<file path="src/rtl/arb_pkg.sv">
package arb_pkg;
  typedef enum logic [1:0] {
    ST_IDLE   = 2'd0,
    ST_RD     = 2'd1,
    ST_RD_END = 2'd2,
    ST_WR     = 2'd3
  } arb_state_e;
endpackage

</file>
<file path="src/rtl/arb_req_slot.sv">
module arb_req_slot #(
  parameter int PAY_W = 16
) (
  input  logic             clk,
  input  logic             rst,
  input  logic             req,
  input  logic [PAY_W-1:0] pay_in,
  input  logic             take,
  input  logic             finish,
  output logic             pending,
  output logic             done,
  output logic [PAY_W-1:0] pay_q
);
  logic active;

  always_ff @(posedge clk) begin
    if (rst) begin
      pending <= 1'b0;
      active  <= 1'b0;
      done    <= 1'b0;
      pay_q   <= '0;
    end else begin
      if (take) begin
        pending <= 1'b0;
      end else if (req && !pending && !active && !done) begin
        pending <= 1'b1;
        pay_q   <= pay_in;
      end
      if (take)        active <= 1'b1;
      else if (finish) active <= 1'b0;
      if (finish)      done <= 1'b1;
      else if (!req)   done <= 1'b0;
    end
  end

  AST_DONE_STICKY: assert property (@(posedge clk) disable iff (rst)
    (done && req) |=> done);
  AST_TAKE_NEEDS_PEND: assert property (@(posedge clk) disable iff (rst)
    take |-> pending);
endmodule

</file>
<file path="src/rtl/arb_hold_cnt.sv">
module arb_hold_cnt #(
  parameter int HOLD_W = 4
) (
  input  logic              clk,
  input  logic              rst,
  input  logic              load,
  input  logic              dec,
  input  logic [HOLD_W-1:0] hold_in,
  output logic              last
);
  logic [HOLD_W-1:0] cnt;
  logic [HOLD_W-1:0] eff;

  always_comb eff = (hold_in == '0) ? HOLD_W'(1) : hold_in;

  always_ff @(posedge clk) begin
    if (rst)                       cnt <= HOLD_W'(1);
    else if (load)                 cnt <= eff;
    else if (dec && cnt > HOLD_W'(1)) cnt <= cnt - HOLD_W'(1);
  end

  always_comb last = (cnt == HOLD_W'(1));

  AST_HOLD_NONZERO: assert property (@(posedge clk) disable iff (rst)
    cnt != '0);
endmodule

</file>
<file path="src/rtl/arb_sequencer.sv">
module arb_sequencer
  import arb_pkg::*;
(
  input  logic       clk,
  input  logic       rst,
  input  logic       rd_pend,
  input  logic       wr_pend,
  input  logic       hold_last,
  output arb_state_e state,
  output logic       take_rd,
  output logic       take_wr,
  output logic       hold_load,
  output logic       hold_dec,
  output logic       fin_rd,
  output logic       fin_wr,
  output logic       ram_en,
  output logic       ram_we,
  output logic       rd_cap
);
  arb_state_e nxt;
  logic fresh;
  logic prev_rd;
  logic last_was_rd;

  always_comb begin
    nxt      = state;
    take_rd  = 1'b0;
    take_wr  = 1'b0;
    hold_dec = 1'b0;
    fin_rd   = 1'b0;
    fin_wr   = 1'b0;
    unique case (state)
      ST_IDLE: begin
        if (rd_pend && !(wr_pend && last_was_rd)) begin
          take_rd = 1'b1;
          nxt     = ST_RD;
        end else if (wr_pend) begin
          take_wr = 1'b1;
          nxt     = ST_WR;
        end
      end
      ST_RD: nxt = ST_RD_END;
      ST_RD_END: begin
        hold_dec = 1'b1;
        if (hold_last) begin
          fin_rd = 1'b1;
          nxt    = ST_IDLE;
        end
      end
      ST_WR: begin
        hold_dec = 1'b1;
        if (hold_last) begin
          fin_wr = 1'b1;
          nxt    = ST_IDLE;
        end
      end
      default: nxt = ST_IDLE;
    endcase
  end

  always_comb begin
    hold_load = take_rd | take_wr;
    ram_we    = (state == ST_WR) && fresh;
    ram_en    = (state == ST_RD) || ram_we;
    rd_cap    = (state == ST_RD_END) && prev_rd;
  end

  always_ff @(posedge clk) begin
    if (rst) begin
      state       <= ST_IDLE;
      fresh       <= 1'b0;
      prev_rd     <= 1'b0;
      last_was_rd <= 1'b0;
    end else begin
      state   <= nxt;
      fresh   <= take_wr;
      prev_rd <= (state == ST_RD);
      if (take_rd)      last_was_rd <= 1'b1;
      else if (take_wr) last_was_rd <= 1'b0;
    end
  end

  AST_RD_TO_END: assert property (@(posedge clk) disable iff (rst)
    (state == ST_RD) |=> (state == ST_RD_END));
  AST_WE_SINGLE: assert property (@(posedge clk) disable iff (rst)
    ram_we |=> !ram_we);
endmodule

</file>
<file path="src/rtl/ram_share_arb.sv">
module ram_share_arb
  import arb_pkg::*;
#(
  parameter int DATA_W = 128,
  parameter int DEPTH  = 22560,
  parameter int HOLD_W = 4,
  parameter int ADDR_W = $clog2(DEPTH)
) (
  input  logic              clk,
  input  logic              rst,
  input  logic [HOLD_W-1:0] hold_cycles,
  input  logic              rd_req,
  input  logic [ADDR_W-1:0] rd_addr,
  output logic              rd_done,
  output logic [DATA_W-1:0] rd_data,
  input  logic              wr_req,
  input  logic [ADDR_W-1:0] wr_addr,
  input  logic [DATA_W-1:0] wr_data,
  output logic              wr_done,
  output logic              ram_en,
  output logic              ram_we,
  output logic [ADDR_W-1:0] ram_addr,
  output logic [DATA_W-1:0] ram_wdata,
  input  logic [DATA_W-1:0] ram_rdata,
  output logic [1:0]        seq_state
);
  localparam int WPAY_W = ADDR_W + DATA_W;

  arb_state_e        state;
  logic              rd_pend, wr_pend;
  logic              take_rd, take_wr, fin_rd, fin_wr;
  logic              hold_load, hold_dec, hold_last, rd_cap;
  logic [ADDR_W-1:0] rd_addr_q;
  logic [WPAY_W-1:0] wr_pay_q;

  arb_req_slot #(.PAY_W(ADDR_W)) u_rd_slot (
    .clk(clk), .rst(rst), .req(rd_req), .pay_in(rd_addr),
    .take(take_rd), .finish(fin_rd),
    .pending(rd_pend), .done(rd_done), .pay_q(rd_addr_q)
  );

  arb_req_slot #(.PAY_W(WPAY_W)) u_wr_slot (
    .clk(clk), .rst(rst), .req(wr_req), .pay_in({wr_addr, wr_data}),
    .take(take_wr), .finish(fin_wr),
    .pending(wr_pend), .done(wr_done), .pay_q(wr_pay_q)
  );

  arb_hold_cnt #(.HOLD_W(HOLD_W)) u_hold (
    .clk(clk), .rst(rst), .load(hold_load), .dec(hold_dec),
    .hold_in(hold_cycles), .last(hold_last)
  );

  arb_sequencer u_seq (
    .clk(clk), .rst(rst), .rd_pend(rd_pend), .wr_pend(wr_pend),
    .hold_last(hold_last), .state(state),
    .take_rd(take_rd), .take_wr(take_wr),
    .hold_load(hold_load), .hold_dec(hold_dec),
    .fin_rd(fin_rd), .fin_wr(fin_wr),
    .ram_en(ram_en), .ram_we(ram_we), .rd_cap(rd_cap)
  );

  always_comb begin
    ram_addr  = (state == ST_WR) ? wr_pay_q[WPAY_W-1:DATA_W] : rd_addr_q;
    ram_wdata = wr_pay_q[DATA_W-1:0];
    seq_state = state;
  end

  always_ff @(posedge clk) begin
    if (rst)         rd_data <= '0;
    else if (rd_cap) rd_data <= ram_rdata;
  end

  AST_RDATA_STABLE: assert property (@(posedge clk) disable iff (rst)
    !rd_cap |=> $stable(rd_data));
  AST_DONE_AT_IDLE: assert property (@(posedge clk) disable iff (rst)
    ($rose(rd_done) || $rose(wr_done)) |-> (seq_state == 2'd0));
  AST_ONE_DONE_EDGE: assert property (@(posedge clk) disable iff (rst)
    !($rose(rd_done) && $rose(wr_done)));
endmodule

</file>
<file path="config.mk">
export PLATFORM = sky130hd
export DESIGN_NAME = ram_share_arb
export DESIGN_NICKNAME = d
export VERILOG_FILES = /design/src/rtl/arb_pkg.sv /design/src/rtl/arb_req_slot.sv /design/src/rtl/arb_hold_cnt.sv /design/src/rtl/arb_sequencer.sv /design/src/rtl/ram_share_arb.sv
export SDC_FILE = /design/constraint.sdc
export NUM_CORES = 1
export LEC_CHECK = 0
export BUFFER_PORTS_ARGS = -buffer_cell sky130_fd_sc_hd__buf_4
export CAP_MARGIN = 15
export CORE_AREA = 2 2 224 226
export DETAILED_ROUTE_END_ITERATION = 8
export DIE_AREA = 0 0 226 228
export MAX_ROUTING_LAYER = met4
export PLACE_DENSITY = 0.56
export SYNTH_ARGS = -nofsm -noshare
export SYNTH_HDL_FRONTEND = slang
export SYNTH_SLANG_ARGS = --single-unit
</file>
<file path="constraint.sdc">
create_clock -name clk -period 1.77 [get_ports clk]
set_input_delay 0 -clock clk [delete_from_list [all_inputs] [get_ports clk]]
set_output_delay 0 -clock clk [all_outputs]
set_load 0.01 [all_outputs]
</file>
## Word level (Yosys, flattened, before mapping)

Cells that the tools add are included.

| word-level totals | value |
|---|---|
| input bits | 294 |
| flip-flop bits (word level) | 301 |

| cells by class | value |
|---|---|
| reductions and logical operators | 31 |
| bitwise operators | 3 |
| equal/unequal tests | 8 |
| add/subtract/negate cells | 1 |
| magnitude comparators | 1 |
| mux-type cells | 27 |

Operators by type and width:

| kind | number |
|---|---|
| 1-bit 2-to-1 mux | 19 |
| 15-bit 2-to-1 mux | 1 |
| 4-bit 2-to-1 mux | 3 |
| 1-bit logical AND | 11 |
| 2-bit nonzero test | 4 |
| 1-bit zero test | 7 |
| 2-bit 2-to-1 mux | 3 |
| 2-bit by 1-bit inequality test with 1-bit output, second input constant | 3 |
| 2-bit one-hot mux with 3 select lines | 1 |
| 2-bit AND reduction | 3 |
| 2-bit OR reduction | 3 |
| 2-bit == test, second input constant | 2 |
| 4-bit by 1-bit == test with 1-bit output, second input constant | 1 |
| 4-bit by 1-bit > comparator with 1-bit output, second input constant | 1 |
| 4-bit zero test | 1 |
| 4-bit by 1-bit subtractor with 4-bit output, second input constant | 1 |
| 3-bit by 2-bit inequality test with 1-bit output, second input constant | 1 |
| 2-bit by 1-bit == test with 1-bit output, second input constant | 1 |
| 2-bit zero test | 1 |
| 1-bit inverter | 2 |
| 1-bit logical OR | 1 |
| 1-bit OR | 1 |

## Depth between registers and ports, before layout

Gate-level depths: netlist of the first run.

| depth | value |
|---|---|
| word-level depth | 7 |
| gate-level depth with buffers | 6 |
| depth with buffers taken out | 6 |

## Modules after synthesis

From an unflattened synthesis of the first run, not the netlist that was laid out.

| second synthesis, totals | value |
|---|---|
| cells, all modules | 1,205 |
| area total of the unflattened synthesis | 12,662.1 sq um |

By module, submodules not included:

| module | times used | cells an instance | seq. area each (sq um) | area each (sq um) |
|---|---|---|---|---|
| arb_req_slot (u_wr_slot) | 1 | 633 | 2,922.8 | 6,466.2 |
| ram_share_arb | 1 | 429 | 2,562.5 | 4,845.9 |
| arb_req_slot (u_rd_slot) | 1 | 78 | 360.3 | 785.8 |
| arb_hold_cnt | 1 | 36 | 80.1 | 302.8 |
| arb_sequencer | 1 | 29 | 100.1 | 261.5 |

## Worst setup path before layout of the first run

OpenSTA, ideal clock, no wires.

| timing path | value |
|---|---|
| path kind | flip-flop to flip-flop |
| start point | reg u_wr_slot.pending |
| end point | reg u_wr_slot.pay_q[100] |
| required time | 1.638 ns |
| path buffers | 3 |
| setup time | 0.132 ns |
| slack | 0.290 ns |
| data arrival time | 1.348 ns |
| cell stages (with the launch flop) | 7 |
| path through | dfxtp_1 -> or4b_1 -> buf_2 -> buf_6 -> buf_6 -> nand2_1 -> a21oi_1 |

| on the way | value |
|---|---|
| longest elaborated chain between the ends | 7 |
| elaborated cells on any way between the ends | 12 |

RTL lines:

| element | line | source |
|---|---|---|
| start: declaration | arb_req_slot.sv:10 | `output logic pending,` |
| start signal: assignment | arb_req_slot.sv:18 | `pending <= 1'b0;` |
| start signal: assignment | arb_req_slot.sv:24 | `pending <= 1'b0;` |
| start signal: assignment | arb_req_slot.sv:26 | `pending <= 1'b1;` |
| 1-bit logical AND | arb_sequencer.sv:34 | `if (rd_pend && !(wr_pend && last_was_rd)) begin` |
| 1-bit zero test | arb_sequencer.sv:34 |  |
| 1-bit logical AND | arb_sequencer.sv:34 |  |
| 1-bit 2-to-1 mux | arb_sequencer.sv:34 |  |
| 1-bit 2-to-1 mux | arb_sequencer.sv:32 | `unique case (state)` |
| 1-bit inverter (no line) | n/a |  |
| 2-bit AND reduction (no line) * | n/a |  |
| end signal: assignment | arb_req_slot.sv:27 | `pay_q <= pay_in;` |
| end: declaration | arb_req_slot.sv:12 | `output logic [PAY_W-1:0] pay_q` |

Every way passes the cells marked *; elsewhere a longest branch is shown, timed or not.
A chain may end at the register's enable or synchronous reset.

## Worst setup path after layout of the first run

| timing path | value |
|---|---|
| start point | reg u_seq.state[1] |
| end point | out ram_addr[12] |

| on the way | value |
|---|---|
| longest elaborated chain between the ends | 2 |

RTL lines:

| element | line | source |
|---|---|---|
| start: declaration | arb_sequencer.sv:9 | `output arb_state_e state,` |
| start signal: assignment | arb_sequencer.sv:75 | `state <= nxt;` |
| 2-bit == test | ram_share_arb.sv:63 | `ram_addr = (state == ST_WR) ? wr_pay_q[WPAY_W-1:DATA_W] : rd_addr_q;` |
| 15-bit 2-to-1 mux | ram_share_arb.sv:63 |  |
| end: declaration | ram_share_arb.sv:22 | `output logic [ADDR_W-1:0] ram_addr,` |

Every way passes these cells.

==> results of run 1 <==
## metrics by stage
stage	utilization (%)	total power (W)	hold WS (ps)	area (µm²)
2_1_floorplan	-	0.0109	136	11600
3_3_place_gp	32.1	0.0127	246	15800
3_5_place_dp	32.1	0.0128	254	15800
4_1_cts	40.6	0.0210	219	20100
5_1_grt	40.6	0.0218	261	20100
6_report	40.6	0.0207	264	20100
## metal layers
layer,up-vias,routed length [µm],GRT usage (%),part of all wire [%]
met2,471,21800,29.2,49
met3,96,2930,3.70,6.7
li1,6045,-,-,-
met5,-,0,-,0
met4,0,1740,7.70,4.0
met1,5698,17600,18.1,40
## area by class of cell
cell class | count | area, µm²
Fill cell | 4773 | 29300
Inverter | 4 | 15.0
Timing Repair Buffer | 916 | 7790
Multi-Input combinational cell | 938 | 4180
Tap cell | 672 | 841
Clock inverter | 9 | 126
Clock buffer | 55 | 1070
Sequential cell | 301 | 6030
## how the worst max path moves through the flow
stage,startpoint,endpoint,slack [ps],depth (start not counted)
floorplan,u_wr_slot.pending,u_wr_slot.pay_q[100],290,6
global placement,u_wr_slot.active,u_wr_slot.pay_q[141],170,5
detailed placement,u_wr_slot.active,u_wr_slot.pay_q[141],170,5
CTS,u_seq.state[1],ram_addr[13],9,4
global route,u_seq.state[1],ram_addr[13],0.5,4
finish,u_seq.state[1],ram_addr[12],60,4
## worst max-delay path: cells and delay by family, from the launching register on
kind,cells,cell delay [ps]
mux,1,360
buf+inv,2,310
simple gates,1,110
flops,1,380
## cells in the final DEF (no fill, tap or decap), drive strengths merged
cell type	netlist	final
o31ai	1	1
buf	185	623
mux2	15	15
nor3b	3	3
nand2b	2	2
dlygate4sd3	0	293
nor3	4	4
o311ai	1	1
o31a	1	1
a211oi	1	1
clkbuf	42	55
or4b	2	2
o32a	1	1
nor4	3	3
o211ai	2	2
a21oi	293	293
o21ai	2	2
a221oi	1	1
clkinv	0	5
nor4b	2	2
inv	4	5
nand3	3	3
dfxtp	301	301
bufinv	0	3
nand2	583	583
ha	2	2
nor2	12	12
nor2b	1	1
or3	1	1
and2	1	1
a21boi	1	1
## timing repair
item | in CTS | in global routing
hold buffers | 293 | 0
gates resized for setup | 13 | 0
setup buffers | 1 | 0
hold endpoints to repair | 297 | 0
endpoints found under the setup margin | 15 | 0
## state kept, by name (all words and copies together), names as in the netlist, 2 cells and up
register,cells
u_wr_slot.pay_q,143
rd_data,128
u_rd_slot.pay_q,15
u_hold.cnt,4
u_seq.state,2
## cells by family after synthesis
kind of cell    Yosys count  share of synthesized area (%)
compound gates          304                           13.3
mux                      15                           1.45
fa+ha+maj                 2                          0.215
buf+inv                 231                           12.6
simple gates            617                           20.6
flops                   301                           51.8
## power by group through the flow
| stage | Clock (W) | Sequential, W | Combinational, W |
|---|---|---|---|
| final | 0.00749 | 0.00800 | 0.00525 |
| after global routing | 0.00798 | 0.00809 | 0.00571 |
| after CTS | 0.00776 | 0.00800 | 0.00528 |
| after detailed placement | 0 | 0.00811 | 0.00468 |
| after global placement | 0 | 0.00808 | 0.00462 |
| after floorplan | 0 | 0.00802 | 0.00287 |
==> reports/metrics.csv, run 1 <==
metric,value,unit
sequential cell area fraction in the yosys report,51.8,%
hold-critical path depth,4,
capture instance of the worst register-to-register path,u_wr_slot.pay_q[28],
leakage power of the design,8.59,nW
cell type with the highest aggregate area in the netlist,sky130_fd_sc_hd__dfxtp_1,
most frequently used flop master after synthesis,sky130_fd_sc_hd__dfxtp_1,
unique cell type count in the Yosys netlist,32,
global placer's final weighted congestion,0.807,
Max-Slew Margin vs Limit,47.4,%
Worst Setup Path Type,reg -> out,
Final Max Tran Viols,0,
power share of the clock group,36.1,%
delay of the slowest cell on the worst path,380,ps
DR vias/cell,4.25,
minimum setup slack in the final design,59.5,ps
combinational fraction of design power,25.3,%
Worst R2R Path Depth,4,
number of placement rows,82,
total I/O pin count,571,
crit end category,output pin,
vias in the first global route,12600,
switch share,29.1,%
total nets after synthesis,1766,
slowest cell on the critical path,sky130_fd_sc_hd__dfxtp_4,
peak supply drop,0.773,mV
width of the die,226,µm
maximum number of pins on one net before global-route repair,103,
worst min path class,in -> reg,
Worst Clk Skew,25.3,ps
max_cap viols,0,
Starting DRT DRC Count,512,
antenna-violating nets left,0,
minimum setup slack after placement,173,ps
cell count after synthesis,1470,
Pwr Density,1030,mW/mm²
mean post-synth cell area,7.91,µm²
required time of the worst setup path,1770,ps
routed wire length,44000,µm
WP data arrival,1710,ps
1st-pass router iterations,7,
first-pass GRT wire length,66500,µm
Inst Count DP,2536,
internal power consumption,0.0147,W
net load switching power,0.00603,W
number of flops mapped to enable cells by yosys,0,
"Hold Vio Cnt, Final",0,
insertion delay of the later-clocked pin in the worst-skew pair,530,ps
fraction of registers with async set/reset,0,%
r2r setup slk,170,ps
number of register bits inferred by synthesis,301,
GRT Resource Usage Total,16.8,%
global-route congestion overflow total,0,
Synth top cells by count,"sky130_fd_sc_hd__nand2_1, sky130_fd_sc_hd__dfxtp_1, sky130_fd_sc_hd__a21oi_1",
"Setup violations, final",0,
startpoint types,flop,
hold-critical path endpoint,rd_data[4],
start point of the worst min-delay path,ram_rdata[4],
setup repair after global routing missed its margin,false,
cell with the most instances after synthesis,sky130_fd_sc_hd__nand2_1,
"count of placed standard cells in the final layout, fillers left out",2895,
share of Yosys cell area claimed by the top area cell type,51.8,%
clock sink count,301,
Longest Clk Path Bufs,3,
"Net count, final",2493,
cells along the critical path,"nand2_8, buf_12, mux2_2, buf_4",
netlist area before placement,0.0116,mm²
main area contributors after synthesis,"sky130_fd_sc_hd__dfxtp_1, sky130_fd_sc_hd__nand2_1, sky130_fd_sc_hd__a21oi_1, sky130_fd_sc_hd__buf_4, sky130_fd_sc_hd__buf_2",
clock tree root buffer cell,sky130_fd_sc_hd__clkbuf_16,
Core Region,0.0493,mm²
Die ar.,0.0515,mm²
number of antenna violations at the first check in global routing,1,
status,"finished, final reports clean",
layout overhead on the synthesized area,72.5,%
Slew @ Worst Pin,781,ps
detailed-route via count,12300,
"Period Utilization, post-route",96.6,%
share of cells above drive strength 1,31.5,%
Yosys warning total,0,
worst r2r src,u_wr_slot.active,
CTS tree,built,
height of the die,228,µm
clock transition at the registers of the reported paths,60,ps
part of the power in registers,38.6,%
starting density of the core,23.6,%
number of buffers inserted during clock tree synthesis,36,
fin crit period,1710,ps
number of antenna repair diodes,0,
total DRC errors in the routed layout,0,
top achievable clock speed,585,MHz
Detail Placement HPWL,29500,µm
DR WL/cell,15.2,µm
total number of H-tree levels,2,
biggest fanout along the worst timing path,8,
Setup Total Neg Slack,0,ps
port buffer count,570,
(Power assumes the default switching activity.)
==> run 2, diff against run 1 <==
- ABC_CLOCK_PERIOD_IN_PS: default -> 1770
- RECOVER_POWER: default -> 100
==> reports/metrics.csv, run 2 (synthesized netlist as in run 1, its figures left out) <==
metric,value,unit,change
Biggest register,u_wr_slot.pay_q,,unchanged
largest registers,"u_wr_slot.pay_q (143), rd_data (128), u_rd_slot.pay_q (15)",,unchanged
max_cap viols,0,,unchanged
routed wire length,43900,µm,"was 44,000 µm"
top achievable clock speed,582,MHz,was 585 MHz
clock tree root buffer cell,sky130_fd_sc_hd__clkbuf_16,,unchanged
setup repair after global routing missed its margin,false,,unchanged
Setup Total Neg Slack,0,ps,unchanged
Max-Slew Margin vs Limit,47.9,%,was 47.4%
worst min path class,in -> reg,,unchanged
vias in the first global route,12600,,unchanged
"Net count, final",2493,,unchanged
area of placed instances,0.0158,mm²,unchanged
GRT Resource Usage Total,16.8,%,unchanged
DR WL/cell,15.2,µm,about the same
highest-count cells in the layout ignoring fill and taps,"sky130_fd_sc_hd__nand2_1, sky130_fd_sc_hd__buf_4, sky130_fd_sc_hd__dfxtp_1",,"was sky130_fd_sc_hd__buf_4, sky130_fd_sc_hd__nand2_1, sky130_fd_sc_hd__dfxtp_1"
peak supply drop,0.769,mV,was 0.773 mV
Final Util,38.5,%,was 40.6%
height of the die,228,µm,unchanged
starting density of the core,23.6,%,unchanged
most common library cell in the layout ignoring fill and taps,sky130_fd_sc_hd__nand2_1,,was sky130_fd_sc_hd__buf_4
WP data arrival,2130,ps,was 1710 ps
Worst Clk Skew,25.2,ps,was 25.3 ps
Worst Setup Path Type,reg -> reg,,was reg -> out
crit end category,flop,,was output pin
1st-pass router iterations,5,,was 7
"Setup violations, final",0,,unchanged
global placer's final weighted congestion,0.807,,unchanged
number of antenna violations at the first check in global routing,1,,unchanged
number of antenna repair diodes,0,,unchanged
"Period Utilization, post-route",97.2,%,was 96.6%
clock transition at the registers of the reported paths,60,ps,about the same
minimum setup slack in the final design,50.4,ps,was 59.5 ps
total DRC errors in the routed layout,0,,unchanged
insertion delay of the later-clocked pin in the worst-skew pair,530,ps,about the same
Final Max Tran Viols,0,,unchanged
total I/O pin count,571,,unchanged
width of the die,226,µm,unchanged
leakage power of the design,7.46,nW,was 8.59 nW
biggest fanout along the worst timing path,102,,was 8
CTS tree,built,,unchanged
Starting DRT DRC Count,490,,was 512
maximum number of pins on one net before global-route repair,103,,unchanged
port buffer count,570,,unchanged
Die ar.,0.0515,mm²,unchanged
total number of H-tree levels,2,,unchanged
Slew @ Worst Pin,773,ps,was 781 ps
minimum setup slack after placement,173,ps,unchanged
Longest Clk Path Bufs,3,,unchanged
hold_ws,265,ps,was 264 ps
Pwr Density,1070,mW/mm²,was 1030 mW/mm²
status,"finished, final reports clean",,unchanged
startpoint types,flop,,unchanged
Core Region,0.0493,mm²,unchanged
first-pass GRT wire length,66500,µm,unchanged
antenna-violating nets left,0,,unchanged
max FFs per register,143,,unchanged
number of placement rows,82,,unchanged
finished layout cell area,0.0190,mm²,was 0.0201 mm²
Detail Placement HPWL,29500,µm,unchanged
clock sink count,301,,unchanged
"Hold Vio Cnt, Final",0,,unchanged
DR vias/cell,4.25,,about the same
required time of the worst setup path,2180,ps,was 1770 ps
fin crit period,1720,ps,was 1710 ps
share of cells above drive strength 1,19.6,%,was 31.5%
number of buffers inserted during clock tree synthesis,36,,unchanged
global-route congestion overflow total,0,,unchanged
layout overhead on the synthesized area,63.2,%,was 72.5%
detailed-route via count,12300,,about the same
-- run 2: cell count changes in the layout (fill, tap and decap cells not counted), sizes merged --
cell and change:
buf -281, clkbuf +281
-- run 2: final timing paths --
kind	startpoint	end	cells after the start	slack [ps]
hold reg to reg	u_rd_slot.pay_q[6]	u_rd_slot.pay_q[6]	2	450
setup reg to reg	u_wr_slot.active	u_wr_slot.pay_q[19]	4	50
setup / recovery	u_wr_slot.active	u_wr_slot.pay_q[19]	4	50
hold / removal	ram_rdata[4]	rd_data[4]	4	260
-- run 2: area by class of cell --
class	instances	area [µm²]
multi-input combinational	938	4180
timing repair buffer	916	6710
clock buffer	55	1070
clock inverter	9	126
inverter	4	15.0
fill	5073	30400
sequential	301	6030
tap	672	841
-- run 2: what timing repair did --
| action | in CTS | in global routing |
|---|---|---|
| gates resized for setup | 13 | 0 |
| hold endpoints to repair | 297 | 0 |
| hold buffers | 293 | 0 |
| setup buffers | 1 | 0 |
| setup endpoints to repair | 15 | 0 |
-- run 2: worst max-delay path, cell delays in order, from the launching register on --
cell	delay (ps)
sky130_fd_sc_hd__dfxtp_1	320
sky130_fd_sc_hd__or4b_1	680
sky130_fd_sc_hd__buf_12	270
sky130_fd_sc_hd__nand2_1	160
sky130_fd_sc_hd__a21oi_1	70
-- run 2: routing by layer --
metal  GRT usage [%]  wire length, µm
met1            18.1            17600
met5               -                0
met3            3.70             2960
met4            7.70             1770
met2            29.2            21500
-- run 2: metrics by stage --
stage	power [W]	std cells
2_1_floorplan	0.0109	1470
3_3_place_gp	0.0127	2536
3_5_place_dp	0.0128	2536
4_1_cts	0.0210	2895
5_1_grt	0.0213	2895
6_report	0.0202	2895
-- run 2: where the power goes --
group | switching, W | leakage, nW | internal, W | total (W)
clock network | 0.00288 | 0.593 | 0.00462 | 0.00749
logic | 0.00267 | 4.41 | 0.00207 | 0.00474
registers | 0.000470 | 2.45 | 0.00751 | 0.00798
==> run 3, diff against run 2 <==
- BUFFER_PORTS_ARGS: -buffer_cell sky130_fd_sc_hd__buf_4 -> default
- CORE_AREA: 2 2 224 226 -> 2 2 222 224
- DIE_AREA: 0 0 226 228 -> 0 0 224 226
- DONT_BUFFER_PORTS: default -> 1
- PLACE_DENSITY: 0.56 -> 0.46
==> reports/metrics.csv, run 3 (synthesized netlist as in run 1, its figures left out) <==
metric,value,unit,change
GRT Resource Usage Total,13.5,%,was 16.8%
WP data arrival,2080,ps,was 2130 ps
Final Max Tran Viols,0,,unchanged
Core Region,0.0483,mm²,was 0.0493 mm²
fin crit period,1680,ps,was 1720 ps
"Net count, final",1749,,"was 2,493"
maximum number of pins on one net before global-route repair,303,,was 103
Setup Total Neg Slack,0,ps,unchanged
max_cap viols,0,,unchanged
routed wire length,35900,µm,"was 43,900 µm"
setup repair after global routing missed its margin,true,,was false
detailed-route via count,9296,,"was 12,300"
status,"finished, violations left",,"was finished, final reports clean"
Die ar.,0.0506,mm²,was 0.0515 mm²
port buffer count,0,,was 570
global placer's final weighted congestion,0.776,,was 0.807
clock transition at the registers of the reported paths,60,ps,about the same
"Hold Vio Cnt, Final",295,,was 0
Worst Clk Skew,14.9,ps,was 25.2 ps
number of antenna violations at the first check in global routing,2,,was 1
Slew @ Worst Pin,538,ps,was 773 ps
number of buffers inserted during clock tree synthesis,35,,was 36
"Period Utilization, post-route",94.7,%,was 97.2%
width of the die,224,µm,was 226 µm
total I/O pin count,571,,unchanged
total DRC errors in the routed layout,0,,unchanged
number of placement rows,81,,was 82
peak supply drop,0.653,mV,was 0.769 mV
total number of H-tree levels,2,,unchanged
DR vias/cell,4.42,,was 4.25
clock tree root buffer cell,sky130_fd_sc_hd__clkbuf_16,,unchanged
startpoint types,flop,,unchanged
height of the die,226,µm,was 228 µm
Longest Clk Path Bufs,3,,unchanged
Detail Placement HPWL,23800,µm,"was 29,500 µm"
overall power of the completed layout,0.0190,W,was 0.0202 W
Max-Slew Margin vs Limit,64.1,%,was 47.9%
area used by sequential logic in the layout,0.00603,mm²,about the same
highest-count cells in the layout ignoring fill and taps,"sky130_fd_sc_hd__nand2_1, sky130_fd_sc_hd__dfxtp_1, sky130_fd_sc_hd__a21oi_1",,"was sky130_fd_sc_hd__nand2_1, sky130_fd_sc_hd__buf_4, sky130_fd_sc_hd__dfxtp_1"
violations in the final reports,hold timing,,
biggest fanout along the worst timing path,4,,was 102
clock sink count,301,,unchanged
top achievable clock speed,597,MHz,was 582 MHz
hold_ws,-436,ps,was 265 ps
1st-pass router iterations,7,,was 5
leakage power of the design,4.96,nW,was 7.46 nW
starting density of the core,24.1,%,was 23.6%
antenna-violating nets left,0,,unchanged
Starting DRT DRC Count,395,,was 490
CTS tree,built,,unchanged
crit end category,flop,,unchanged
most common library cell in the layout ignoring fill and taps,sky130_fd_sc_hd__nand2_1,,unchanged
vias in the first global route,9217,,"was 12,600"
Biggest register,u_wr_slot.pay_q,,unchanged
Pwr Density,1350,mW/mm²,was 1070 mW/mm²
"Setup violations, final",0,,unchanged
Worst Setup Path Type,reg -> reg,,unchanged
required time of the worst setup path,2170,ps,was 2180 ps
multi-input logic area,0.00420,mm²,was 0.00418 mm²
DR WL/cell,17.1,µm,was 15.2 µm
share of cells above drive strength 1,7.79,%,was 19.6%
filler cell count in the final layout,5158,,"was 5,073"
global-route congestion overflow total,0,,unchanged
first-pass GRT wire length,52000,µm,"was 66,500 µm"
layout overhead on the synthesized area,20.5,%,was 63.2%
largest registers,"u_wr_slot.pay_q (143), rd_data (128), u_rd_slot.pay_q (15)",,unchanged
insertion delay of the later-clocked pin in the worst-skew pair,530,ps,about the same
max FFs per register,143,,unchanged
worst min path class,in -> reg,,unchanged
==> run 3: power breakdown <==
group	switching, W	internal [W]	leakage (nW)
Combinational	0.00187	0.00131	1.91
Sequential	0.000781	0.00751	2.45
Clock	0.00281	0.00467	0.592
==> run 3: repair_timing <==
| item | in CTS | in global routing |
|---|---|---|
| gates cloned | 1 | 0 |
| hold endpoints to repair | 301 | 295 |
| setup endpoints to repair | 15 | 8 |
| hold buffers | 128 | 12 |
| resized for setup | 7 | 10 |
| buffers inserted | 0 | 1 |
==> run 3: path summary, 6_finish.rpt <==
check | cells after the start | slack [ps] | endpoint | from
setup / recovery | 7 | 90 | u_rd_slot.done | u_hold.cnt[1]
hold / removal | 1 | -440 | rd_data[51] | rst
setup reg to reg | 7 | 90 | u_rd_slot.done | u_hold.cnt[1]
hold reg to reg | 2 | 450 | u_wr_slot.pay_q[130] | u_wr_slot.pay_q[130]
==> run 3: routing by layer <==
layer	GRT usage (%)	vias up	routed length, µm
met2	23.6	386	18200
met1	13.7	4284	13400
met3	5.54	61	3500
met5	-	-	0
met4	4.54	0	840
li1	-	4565	-
==> run 3: critical path, stage by stage, from the launching register on <==
cell	delay (ps)
sky130_fd_sc_hd__dfxtp_2	330
sky130_fd_sc_hd__inv_1	50
sky130_fd_sc_hd__ha_1	180
sky130_fd_sc_hd__nor3b_2	150
sky130_fd_sc_hd__buf_4	160
sky130_fd_sc_hd__nand2_1	80
sky130_fd_sc_hd__a21oi_1	60
sky130_fd_sc_hd__dlygate4sd3_1	540
==> run 3: metrics by stage <==
| step | hold slack, ps | setup WS (ps) | util (%) | instances | cell area (µm²) |
|---|---|---|---|---|---|
| after global routing | -478 | -3.13 | 29.0 | 2101 | 14000 |
| after global placement | 90.4 | 241 | 23.4 | 1897 | 11300 |
| after detailed placement | 96.5 | 209 | 23.4 | 1897 | 11300 |
| after CTS | -487 | 6.42 | 28.7 | 2087 | 13900 |
| final | -436 | 93.9 | 29.0 | 2101 | 14000 |
| after floorplan | 136 | 290 | - | 1470 | 11600 |
==> run 3: area by class of cell <==
| cell class | count | share of cell area, % |
|---|---|---|
| Inverter | 4 | 0.107 |
| Timing Repair Buffer | 173 | 12.7 |
| Clock buffer | 55 | 7.80 |
| Clock inverter | 6 | 0.777 |
| Multi-Input combinational cell | 938 | 30.0 |
| Tap cell | 622 | 5.55 |
| Antenna cell | 2 | 0.0357 |
| Sequential cell | 301 | 43.0 |
